`config.mk`:
```
export PLATFORM = sky130hd
export DESIGN_NAME = ttx_req_window
export DESIGN_NICKNAME = d
export VERILOG_FILES = /design/src/rtl/ttx_req_window.sv
export SDC_FILE = /design/constraint.sdc
export NUM_CORES = 1
export LEC_CHECK = 0
export ABC_CLOCK_PERIOD_IN_PS = 3100
export BUFFER_PORTS_ARGS = -buffer_cell sky130_fd_sc_hd__buf_2
export CORE_MARGIN = 2
export CORE_UTILIZATION = 59
export DETAILED_ROUTE_END_ITERATION = 16
export PLACE_DENSITY = 0.82
export SKIP_CTS_REPAIR_TIMING = 1
export SLEW_MARGIN = 5
export SYNTH_ARGS = -nofsm -noshare
export SYNTH_HDL_FRONTEND = slang
export SYNTH_SLANG_ARGS = --single-unit
```
`constraint.sdc`:
```
create_clock -name clk -period 3.1 [get_ports clk]
set_input_delay 0.155 -clock clk [delete_from_list [all_inputs] [get_ports clk]]
set_output_delay 0.155 -clock clk [all_outputs]
set_load 0.03 [all_outputs]
```
`src/rtl/ttx_req_window.sv`:
```
module ttx_req_window #(
  parameter int WINDOW_BITS = 360,
  parameter int CLK_KHZ     = 27000,
  parameter int BIT_KHZ     = 6937,
  parameter int AW          = 5,
  parameter logic [AW-1:0] CTRL_ADDR = 5'h1C
) (
  input  logic          clk,
  input  logic          rst_n,
  input  logic          line_start,
  input  logic          line_en,
  input  logic          wr_en,
  input  logic [AW-1:0] wr_addr,
  input  logic [7:0]    wr_data,
  output logic          ttx_req
);
  localparam int BASE_W = (WINDOW_BITS * CLK_KHZ + BIT_KHZ / 2) / BIT_KHZ;
  localparam int CW     = $clog2(BASE_W + 17);

  logic [7:0]    ctrl;
  logic [CW-1:0] cnt, rise_q, fall_q;
  logic          armed;

  wire [3:0]    rise_d = ctrl[7:4];
  wire [3:0]    fall_d = ctrl[3:0];
  wire [CW-1:0] rise_t = CW'(rise_d);
  wire [CW-1:0] fall_t = (fall_d == 4'd0) ? CW'(BASE_W) + CW'(rise_d)
                                          : CW'(BASE_W) - CW'(fall_d);
  wire [CW-1:0] cnt_inc = cnt + CW'(1);

  always_ff @(posedge clk or negedge rst_n)
    if (!rst_n)                            ctrl <= 8'h00;
    else if (wr_en && wr_addr == CTRL_ADDR) ctrl <= wr_data;

  always_ff @(posedge clk or negedge rst_n) begin
    if (!rst_n) begin
      cnt    <= '0;
      rise_q <= '0;
      fall_q <= '0;
      armed  <= 1'b0;
    end else if (line_start) begin
      cnt    <= '0;
      rise_q <= rise_t;
      fall_q <= fall_t;
      armed  <= line_en;
    end else if (armed) begin
      cnt <= cnt_inc;
      if (cnt_inc >= fall_q) armed <= 1'b0;
    end
  end

  assign ttx_req = armed && (cnt >= rise_q) && (cnt < fall_q);
endmodule


```
==> results of run 1 <==
worst max path at each step:
stage | startpoint | endpoint | slack, ps | cells after the start
after detailed placement | cnt[0] | armed | 690 | 10
after floorplan | cnt[0] | armed | 930 | 10
final | cnt[0] | armed | 650 | 10
after CTS | cnt[0] | armed | 650 | 10
after global placement | cnt[1] | armed | 820 | 10
after global routing | cnt[0] | armed | 370 | 10
kinds of logic (layout without fill, tap and decap cells):
group	after synthesis	count (layout)
buf+inv	26	46
fa+ha+maj	28	28
flops	33	33
compound gates	43	43
xor+xnor	21	21
mux	8	8
simple gates	63	63
metrics by stage:
stage	instance area, um2	hold WS (ps)
2_1_floorplan	2140	-141
3_3_place_gp	2260	251
3_5_place_dp	2260	259
4_1_cts	2320	-124
5_1_grt	2330	5.84
6_report	2330	3.74
power breakdown:
part / switching (mW) / internal [mW]
logic: 0.134 / 0.111
registers: 0.0512 / 0.490
clock network: 0.157 / 0.0854
total: 0.342 / 0.686
sequential cells by signal, summed over array words and instances (netlist names):
signal  count
cnt        11
armed       1
rise_q      4
fall_q      9
ctrl        8
worst max-delay path: stages (launching register included):
cell and delay, ps:
dfrtp_1 470, ha_1 270, nand3_2 160, nor3_4 290
xor2_1 180, ha_1 260, a211oi_1 230, o21ai_0 120
a21oi_1 160, o21ai_1 90, a31oi_1 160
cell type report:
type / instances / area share
Clock buffer: 5 / 0.0161
Timing Repair Buffer: 20 / 0.0462
Tap cell: 46 / 0.0247
Multi-Input combinational cell: 163 / 0.522
Inverter: 18 / 0.0290
Sequential cell: 33 / 0.355
Clock inverter: 3 / 0.00752
cell usage after synthesis (3+ instances only):
master    count
dfrtp_1      33
xnor2_1       6
o21ai_0      19
xor2_1       15
buf_2         3
a211o_1       3
o211ai_1      4
a211oi_1      3
nand2_1      21
nor2_1       16
clkbuf_1      3
nand4_1       5
ha_1         28
inv_1        18
mux2_2        7
nor4_1        3
a21oi_1       7
metal layers:
layer / up-vias / part of all wire
met1: 754 / 0.47
li1: 814 / -
met5: - / 0
met2: 26 / 0.49
met3: 7 / 0.029
met4: 0 / 0.016
==> impl_metrics.py, run 1 <==
metrics = {
    "yosys": {
        "synthXorXnorAreaFrac": 0.0858,
        "synthArstFlopShare": 1.00,
        "synth_top_area_cell": "dfrtp_1",
        "yosysWarningCount": 0,
        "yosysSeqAreaShare": 0.385,
        "synthesis.instances": 222,
        "ys_types": 39,
        "synth-seq-cells": 33,
        "synthTopCellsByArea": "dfrtp_1 (39%), ha_1 (16%), xor2_1 (6.1%)",
        "yosysTopAreaCellShare": 0.385,
        "synthesized_area_fraction_occupied_by_ao_oa_aoi_and_oai_cells": 0.121,
        "post_synth.cell_area_avg_um2": 9.65,
        "yosys.area_share.adder": 0.163,
        "synth_simple_gate_area_share": 0.155,
        "synthesis.nets": 268,
        "synth_area_mm2": 0.00214,
        "main_combinational_cell_family_by_area_after_synthesis": "adder cells",
        "synthFlopType": "dfrtp_1",
        "synth_edf_count": 0,
        "synth.mux.area_fraction": 0.0414,
    },
    "global_routing": {
        "globalRouteOverflowTotal": 0,
        "grt_use_met3": 0.0528,
        "grt_pass1_vias": 1579,
        "globalRouteMet1Util": 0.261,
        "grtUsageMet2": 0.391,
        "grt-busiest-layer": "met2",
        "global_route_wire_length_before_repair_mm": 7.01,
        "antenna_found_initial": 0,
        "global_route.usage.total": 0.223,
        "grt_start_max_net_pins": 34,
    },
    "power_and_ir_drop": {
        "p_leak_nw": 1.16,
        "p_per_area_mw_per_mm2": 442,
        "vdd.ir_drop.worst_mv": 0.271,
        "fin_total_pwr_mw": 1.03,
    },
    "die": {
        "floorplan_core_area_mm2": 0.00342,
        "die_area_mm2": 0.00413,
        "rows": 21,
        "die_y_um": 64.3,
        "dieWidth_um": 64.3,
        "initial_core_util": 0.627,
        "ioPinCount": 19,
    },
    "clock_network": {
        "ctsLongestPathBuffers": 2,
        "clock-sinks": 33,
        "cts_tree": "done",
        "clk_root_buffer_cell": "clkbuf_4",
        "worstSkewPairLatency_ps": 350,
        "cts_inserted_buffers": 5,
        "h-tree-depth": 2,
        "register_clock_pin_slew_on_the_reported_worst_setup_and_hold_paths_ps": 110,
    },
    "setup_path": {
        "critical_path.max_fanout": 6,
        "crit_path_start_kind": "flop",
        "crit-reg2reg-capture": "armed",
        "worstRegToRegCells": 10,
        "endpoint_kind": "flop",
        "crit_type": "reg -> reg",
        "crit-reg2reg-launch": "cnt[0]",
        "timing.critical_path.required_ps": 3370,
        "cp.arrival_ps": 2730,
        "rrSetupSlack_ps": 650,
    },
    "sta": {
        "layout_worst_path_cycle_share": 0.792,
        "worst_clock_skew_ps": 8.60,
        "timing.final.hold_violations": 0,
        "finalWorstSetupSlack_ps": 645,
        "maxSlewHeadroom": 0.506,
        "grt_setup_unrepaired": "no",
        "tightestPinTransition_ps": 741,
        "report.final.setup_viol": 0,
        "setup_tns_ps": 0,
        "final.min_clock_period_ps": 2450,
        "maxSlewViolCount": 0,
        "maxClockFrequency_mhz": 407,
    },
    "drt": {
        "vias": 1601,
        "detail-route-antenna-nets": 0,
        "dr.pass1.iters": 5,
        "post-route-drc-count": 0,
        "vias_per_cell": 5.56,
        "dr.first_iter.drc_count": 79,
        "drt-total-wl_mm": 4.02,
        "route.detailed.wl_per_inst_um": 13.9,
    },
    "placed_design": {
        "port_buffers": 18,
        "dp_cells": 279,
        "detailed_place_hpwl_mm": 3.06,
        "dp_worst_setup_slack_ps": 690,
        "globalplace.congestion": 0.809,
    },
    "finish": {
        "most_used_cells_in_the_layout_excluding_fill_and_tap_cells": "dfrtp_1 (33), ha_1 (28), nand2_1 (21)",
        "most_frequent_standard_cell_in_the_layout_excluding_fill_and_tap_cells": "dfrtp_1",
        "areaGrowthSynthToFinish_pct": 8.64,
        "fillCellCount": 292,
        "drive_gt1_frac": 0.165,
        "ff_latch_area_um2": 826,
        "multi_input_logic_area_mm2": 0.00121,
        "finish.cell_count_without_fillers": 288,
        "final_standard_cell_utilization_of_the_core": 0.682,
        "nNetsFinal": 287,
        "num_antenna_cells": 0,
    },
    "worst_hold_path": {
        "hold-path-cell-count": 3,
        "worstHoldEndpoint": "ctrl[2]",
        "holdCritPathClass": "in -> reg",
        "min-delay-start": "wr_data[2]",
    },
    "outcome": {
        "result_of_the_run": "finished, final reports clean",
    },
    "flow_run": {
        "max-cap-violations": 0,
    },
}
(Power assumes the default switching activity.)
==> run 2: changes to the inputs <==
- ABC_AREA: unset -> 1
- ABC_CLOCK_PERIOD_IN_PS: 3100 -> 2600
- clock period: 3.1 -> 2.6 ns (I/O delays scaled with it)
==> run 2 against run 1 <==
  * Via count increased by 10%
  * Clock skew increased by 14 ps
  * Maximum frequency increased by 7.3%
  * Count of clock-buffer cells in the layout increased by 1
  * Routed wire length increased by 11%
  * Combinational power increased by 22%
  * Flip-flop and latch count unchanged
  * Die area increased by 0.50%
  * Largest cell class unchanged
  * Highest routed layer unchanged
==> impl_metrics.py, run 2 <==
metrics = {
    "yosys": {
        "yosysSeqAreaShare": 0.383,
        "synth_simple_gate_area_share": 0.204,
        "main_combinational_cell_family_by_area_after_synthesis": "simple AND/OR/NAND/NOR gates",
        "synthArstFlopShare": 1.00,
        "ys_types": 32,
        "synth_edf_count": 0,
        "synthTopCellsByArea": "dfrtp_1 (38%), ha_1 (16%), nand2_1 (8.2%)",
        "synthesis.instances": 260,
        "yosys.area_share.adder": 0.163,
        "synth-seq-cells": 33,
        "post_synth.cell_area_avg_um2": 8.29,
        "synthFlopType": "dfrtp_1",
        "synthesized_area_fraction_occupied_by_ao_oa_aoi_and_oai_cells": 0.136,
        "synth_area_mm2": 0.00215,
        "yosysTopAreaCellShare": 0.383,
        "yosysWarningCount": 0,
        "synthTopCellsByCount": "nand2_1 (47), inv_1 (34), dfrtp_1 (33)",
        "synthesis.nets": 306,
        "synth.mux.area_fraction": 0.0105,
        "yosys.cell_count.top_type": "nand2_1",
        "synth_top_area_cell": "dfrtp_1",
        "synthXorXnorAreaFrac": 0.0279,
    },
    "drt": {
        "drt-total-wl_mm": 4.45,
        "route.detailed.wl_per_inst_um": 13.5,
        "vias_per_cell": 5.34,
        "dr.pass1.iters": 4,
        "dr.first_iter.drc_count": 95,
        "detail-route-antenna-nets": 0,
        "post-route-drc-count": 0,
        "vias": 1763,
    },
    "clock_network": {
        "worstSkewPairLatency_ps": 350,
        "ctsLongestPathBuffers": 2,
        "h-tree-depth": 2,
        "cts_inserted_buffers": 5,
        "cts_tree": "done",
        "clk_root_buffer_cell": "clkbuf_4",
        "register_clock_pin_slew_on_the_reported_worst_setup_and_hold_paths_ps": 110,
        "clock-sinks": 33,
    },
    "die": {
        "dieWidth_um": 64.4,
        "ioPinCount": 19,
        "die_y_um": 64.4,
        "die_area_mm2": 0.00415,
        "rows": 21,
        "initial_core_util": 0.631,
        "floorplan_core_area_mm2": 0.00342,
    },
    "placed_design": {
        "dp_worst_setup_slack_ps": 311,
        "globalplace.congestion": 0.908,
        "port_buffers": 18,
        "detailed_place_hpwl_mm": 3.50,
    },
    "setup_path": {
        "endpoint_kind": "flop",
        "crit_chain": "ha_1 > nand4_1 > nor2_1 > nand2_1 > nand2_1 > inv_1 > ha_1 > nand2_1 > nor2_1 > nand2_1 > nand3_1 > nand2_1 > nand2_1 > nand2_1 > nand2_1 > nand2_1",
        "timing.critical_path.slowest_stage_cell": "dfrtp_1",
        "timing.critical_path.required_ps": 2860,
        "crit_top_cell": "nand2_1",
        "kind_of_cell_adding_the_most_delay_to_the_critical_path": "simple AND/OR/NAND/NOR gates",
        "cp.arrival_ps": 2540,
        "crit-reg2reg-launch": "cnt[0]",
        "crit_type": "reg -> reg",
        "worst-path-buf-inv": 1,
        "crit_path_start_kind": "flop",
        "critical_path.max_fanout": 6,
        "timing.critical_path.from": "cnt[0]",
        "max_stage_delay_ps": 480,
    },
    "sta": {
        "maxClockFrequency_mhz": 437,
        "setup_tns_ps": 0,
        "finalWorstSetupSlack_ps": 312,
        "maxSlewHeadroom": 0.521,
        "report.final.setup_viol": 0,
        "grt_setup_unrepaired": "no",
        "final.min_clock_period_ps": 2290,
        "worst_clock_skew_ps": 22.3,
        "timing.final.hold_violations": 0,
        "tightestPinTransition_ps": 718,
        "maxSlewViolCount": 0,
        "layout_worst_path_cycle_share": 0.880,
        "fin_hold_ws_ps": 0.0556,
    },
    "finish": {
        "nNetsFinal": 330,
        "most_used_cells_in_the_layout_excluding_fill_and_tap_cells": "nand2_1 (47), inv_1 (34), dfrtp_1 (33)",
        "drive_gt1_frac": 0.148,
        "flip_flop_count_of_the_largest_register_all_copies_and_words_added": 11,
        "most_frequent_standard_cell_in_the_layout_excluding_fill_and_tap_cells": "nand2_1",
        "fillCellCount": 295,
        "layout_top_registers": "cnt (11), fall_q (9), ctrl (8)",
        "num_antenna_cells": 0,
        "registers.top_by_ff_count": "cnt",
        "areaGrowthSynthToFinish_pct": 9.93,
    },
    "global_routing": {
        "grt_pass1_vias": 1756,
        "global_route.usage.total": 0.249,
        "global_route_wire_length_before_repair_mm": 7.82,
        "globalRouteOverflowTotal": 0,
        "grt_start_max_net_pins": 34,
        "antenna_found_initial": 0,
    },
    "worst_hold_path": {
        "min-delay-start": "wr_data[5]",
        "holdCritPathClass": "in -> reg",
    },
    "flow_run": {
        "max-cap-violations": 0,
    },
    "power_and_ir_drop": {
        "p_per_area_mw_per_mm2": 515,
        "p_leak_nw": 1.25,
        "vdd.ir_drop.worst_mv": 0.398,
    },
    "outcome": {
        "result_of_the_run": "finished, final reports clean",
    },
}
run 2: cell types whose count changed after synthesis, moves of 6 or more:
cell | previous run | this run
inv_1 | 18 | 34
a21oi_1 | 7 | 19
o22ai_1 | 0 | 7
xor2_1 | 15 | 4
o21ai_1 | 1 | 9
o21ai_0 | 19 | 11
mux2_2 | 7 | 0
nand3_1 | 2 | 8
inv_2 | 0 | 6
nand2_1 | 21 | 47
run 2: final cells by class:
cell class / count / area [um2] / share of cell area
clock inverter: 1 / 7.51 / 0.00317
inverter: 40 / 150 / 0.0634
multi-input combinational: 184 / 1170 / 0.492
clock buffer: 6 / 51.3 / 0.0217
timing repair buffer: 20 / 110 / 0.0465
sequential: 33 / 826 / 0.349
tap: 46 / 57.6 / 0.0243
run 2: path summary, 6_finish.rpt:
path / endpoint / slack [ps] / depth (start not counted)
max: armed / 310 / 16
min: ctrl[5] / 0.06 / 2
max reg2reg: armed / 310 / 16
min reg2reg: rise_q[0] / 500 / 2
max in group asynchronous: cnt[2] / 1770 / 2
min in group asynchronous: cnt[4] / 360 / 2
run 2: power by group:
part | internal (mW) | switching (mW)
sequential | 0.572 | 0.0441
combinational | 0.118 | 0.180
clock | 0.127 | 0.178
total | 0.816 | 0.402
run 2: cell families (layout without fill, tap and decap cells):
group	count (synthesis)	in the layout
fa+ha+maj	28	28
buf+inv	43	67
xor+xnor	6	6
compound gates	53	53
flops	33	33
simple gates	95	95
mux	2	2
run 2: layer usage:
layer / track usage / vias up / wire (um) / part of all wire
li1: - / 918 / - / -
met1: 0.301 / 789 / 1870 / 0.42
met2: 0.443 / 46 / 2240 / 0.50
met4: 0.101 / 0 / 121 / 0.027
met5: 0 / - / 0 / 0
met3: 0.0382 / 10 / 217 / 0.049
run 2: through the flow:
stage	power (mW)	std cells	util	area (um2)
final	1.22	330	0.693	2370
after global routing	1.31	330	0.693	2370
after CTS	1.22	328	0.688	2350
after detailed placement	0.921	321	0.670	2290
after global placement	0.905	321	0.670	2290
after floorplan	0.824	260	-	2150
==> run 3: changes to the inputs <==
- BUFFER_PORTS_ARGS: -buffer_cell sky130_fd_sc_hd__buf_2 -> unset
- CORE_UTILIZATION: 59 -> 63
- DONT_BUFFER_PORTS: unset -> 1
==> run 3 against run 2 <==
  * The run now ends with hold timing left
  * Critical path depth is the same
  * Clock skew down 8.7 ps
  * Flip-flop and latch count unchanged
  * Cell area grew 0.53%
  * Critical path type unchanged
  * Sequential power about the same
  * Total power shrank 2.2%
  * Count of clock-buffer cells in the layout stayed put
==> impl_metrics.py, run 3 (synthesis results as in run 2) <==
metrics = {
    "sta": {
        "worst_clock_skew_ps": 13.6,
        "timing.final.hold_violations": 3,
        "maxSlewViolCount": 0,
        "maxClockFrequency_mhz": 434,
        "fin_hold_ws_ps": -31.8,
        "setup_tns_ps": 0,
        "final.min_clock_period_ps": 2300,
        "maxSlewHeadroom": 0.554,
        "layout_worst_path_cycle_share": 0.886,
        "tightestPinTransition_ps": 667,
        "grt_setup_unrepaired": "no",
        "report.final.setup_viol": 0,
    },
    "power_and_ir_drop": {
        "clock_power_share": 0.237,
        "power_switching_mw": 0.398,
        "switch_share": 0.334,
        "p_per_area_mw_per_mm2": 501,
        "register_share_of_total_power": 0.517,
        "p_leak_nw": 1.22,
        "vdd.ir_drop.worst_mv": 0.446,
        "combPwrFrac": 0.246,
        "fin_total_pwr_mw": 1.19,
        "power_report.internal_total_mw": 0.794,
    },
    "drt": {
        "drt-total-wl_mm": 4.39,
        "vias": 1811,
        "dr.first_iter.drc_count": 127,
        "route.detailed.wl_per_inst_um": 13.6,
        "post-route-drc-count": 0,
        "dr.pass1.iters": 4,
        "detail-route-antenna-nets": 0,
        "vias_per_cell": 5.61,
    },
    "setup_path": {
        "crit_type": "reg -> reg",
        "endpoint_kind": "flop",
        "timing.critical_path.required_ps": 2850,
        "worstRegToRegCells": 16,
        "crit_path_start_kind": "flop",
        "rrSetupSlack_ps": 300,
        "worst-path-buf-inv": 1,
        "critical_path_depth": 16,
        "crit-reg2reg-capture": "armed",
        "timing.critical_path.from": "cnt[0]",
        "max_stage_delay_ps": 490,
        "kind_of_cell_adding_the_most_delay_to_the_critical_path": "simple AND/OR/NAND/NOR gates",
        "timing.critical_path.slowest_stage_cell": "dfrtp_1",
        "crit_chain": "ha_1 > nand4_1 > nor2_1 > nand2_1 > nand2_1 > inv_1 > ha_1 > nand2_1 > nor2_1 > nand2_1 > nand3_1 > nand2_1 > nand2_1 > nand2_1 > nand2_1 > nand2_1",
        "cp.arrival_ps": 2560,
        "endpoint_of_the_most_critical_setup_path": "armed",
        "crit_top_cell": "nand2_1",
        "critical_path.max_fanout": 6,
        "crit-reg2reg-launch": "cnt[0]",
    },
    "clock_network": {
        "ctsLongestPathBuffers": 2,
        "worstSkewPairLatency_ps": 350,
        "cts_tree": "done",
        "h-tree-depth": 2,
        "clock-sinks": 33,
        "register_clock_pin_slew_on_the_reported_worst_setup_and_hold_paths_ps": 110,
        "clk_root_buffer_cell": "clkbuf_4",
        "cts_inserted_buffers": 5,
    },
    "global_routing": {
        "grt_use_met3": 0.0541,
        "grt_start_max_net_pins": 34,
        "grt-busiest-layer": "met2",
        "grt_pass1_vias": 1617,
        "global_route.usage.total": 0.239,
        "globalRouteMet1Util": 0.298,
        "globalRouteOverflowTotal": 0,
        "grtUsageMet2": 0.411,
        "global_route_wire_length_before_repair_mm": 7.29,
        "antenna_found_initial": 0,
    },
    "placed_design": {
        "globalplace.congestion": 0.900,
        "dp_cells": 303,
        "detailed_place_hpwl_mm": 3.25,
        "dpl_cell_area_mm2": 0.00220,
        "port_buffers": 0,
    },
    "finish": {
        "layout_top_registers": "cnt (11), fall_q (9), ctrl (8)",
        "multi_input_logic_area_mm2": 0.00117,
        "ff_latch_area_um2": 826,
        "areaGrowthSynthToFinish_pct": 10.5,
        "flip_flop_count_of_the_largest_register_all_copies_and_words_added": 11,
        "most_used_cells_in_the_layout_excluding_fill_and_tap_cells": "nand2_1 (47), inv_1 (34), dfrtp_1 (33)",
        "design_area_mm2": 0.00238,
        "num_antenna_cells": 0,
        "most_frequent_standard_cell_in_the_layout_excluding_fill_and_tap_cells": "nand2_1",
        "finish.cell_count_without_fillers": 323,
        "nNetsFinal": 322,
        "registers.top_by_ff_count": "cnt",
        "drive_gt1_frac": 0.0903,
        "fillCellCount": 280,
    },
    "outcome": {
        "result_of_the_run": "finished with violations",
        "violations": "hold timing",
    },
    "die": {
        "die_area_mm2": 0.00390,
        "rows": 21,
        "ioPinCount": 19,
        "dieWidth_um": 62.5,
        "initial_core_util": 0.651,
        "die_y_um": 62.5,
        "floorplan_core_area_mm2": 0.00331,
    },
    "worst_hold_path": {
        "holdCritPathClass": "in -> reg",
        "hold-path-cell-count": 2,
    },
    "flow_run": {
        "max-cap-violations": 0,
    },
}
==> run 3: changes by cell type in the layout (fill, tap and decap cells not counted) <==
cell           change
clkinv_2           +2
clkbuf_1           +1
clkinvlp_4         -1
clkbuf_8           -1
buf_2             -18
dlygate4sd3_1      +9
buf_12             +1
==> run 3: cell type report <==
cell class,count,area share
inverter,40,0.0631
tap,46,0.0242
multi-input combinational,184,0.490
sequential,33,0.347
clock inverter,2,0.00420
clock buffer,6,0.0173
timing repair buffer,12,0.0547
==> run 3: worst min-delay path by stage <==
| stage | startpoint | end | slack, ps |
|---|---|---|---|
| 6_report | line_start | fall_q[6] | -30 |
| 5_1_grt | line_start | fall_q[6] | 1 |
| 4_1_cts | rst_n | cnt[9] | -550 |
| 3_5_place_dp | rst_n | cnt[9] | -160 |
| 3_3_place_gp | rst_n | cnt[8] | -160 |
| 2_1_floorplan | rst_n | armed | -170 |
==> run 3: metal layers <==
layer / up-vias / wire length, um
li1: 900 / -
met5: - / 0
met3: 7 / 185
met2: 46 / 2170
met4: 0 / 58
met1: 858 / 1970
==> run 3: stage by stage <==
stage	util	hold slack [ps]	setup WS [ps]
after global placement	0.664	-165	418
after global routing	0.719	1.33	78.6
after floorplan	-	-166	552
after detailed placement	0.664	-165	311
after CTS	0.680	-549	304
final	0.719	-31.8	296
==> run 3: power groups by stage <==
stage	Clock [mW]	Combinational, mW	Sequential (mW)
floorplan	0	0.210	0.614
global placement	0	0.254	0.624
detailed placement	0	0.261	0.627
CTS	0.287	0.265	0.616
global route	0.313	0.342	0.624
finish	0.283	0.294	0.616
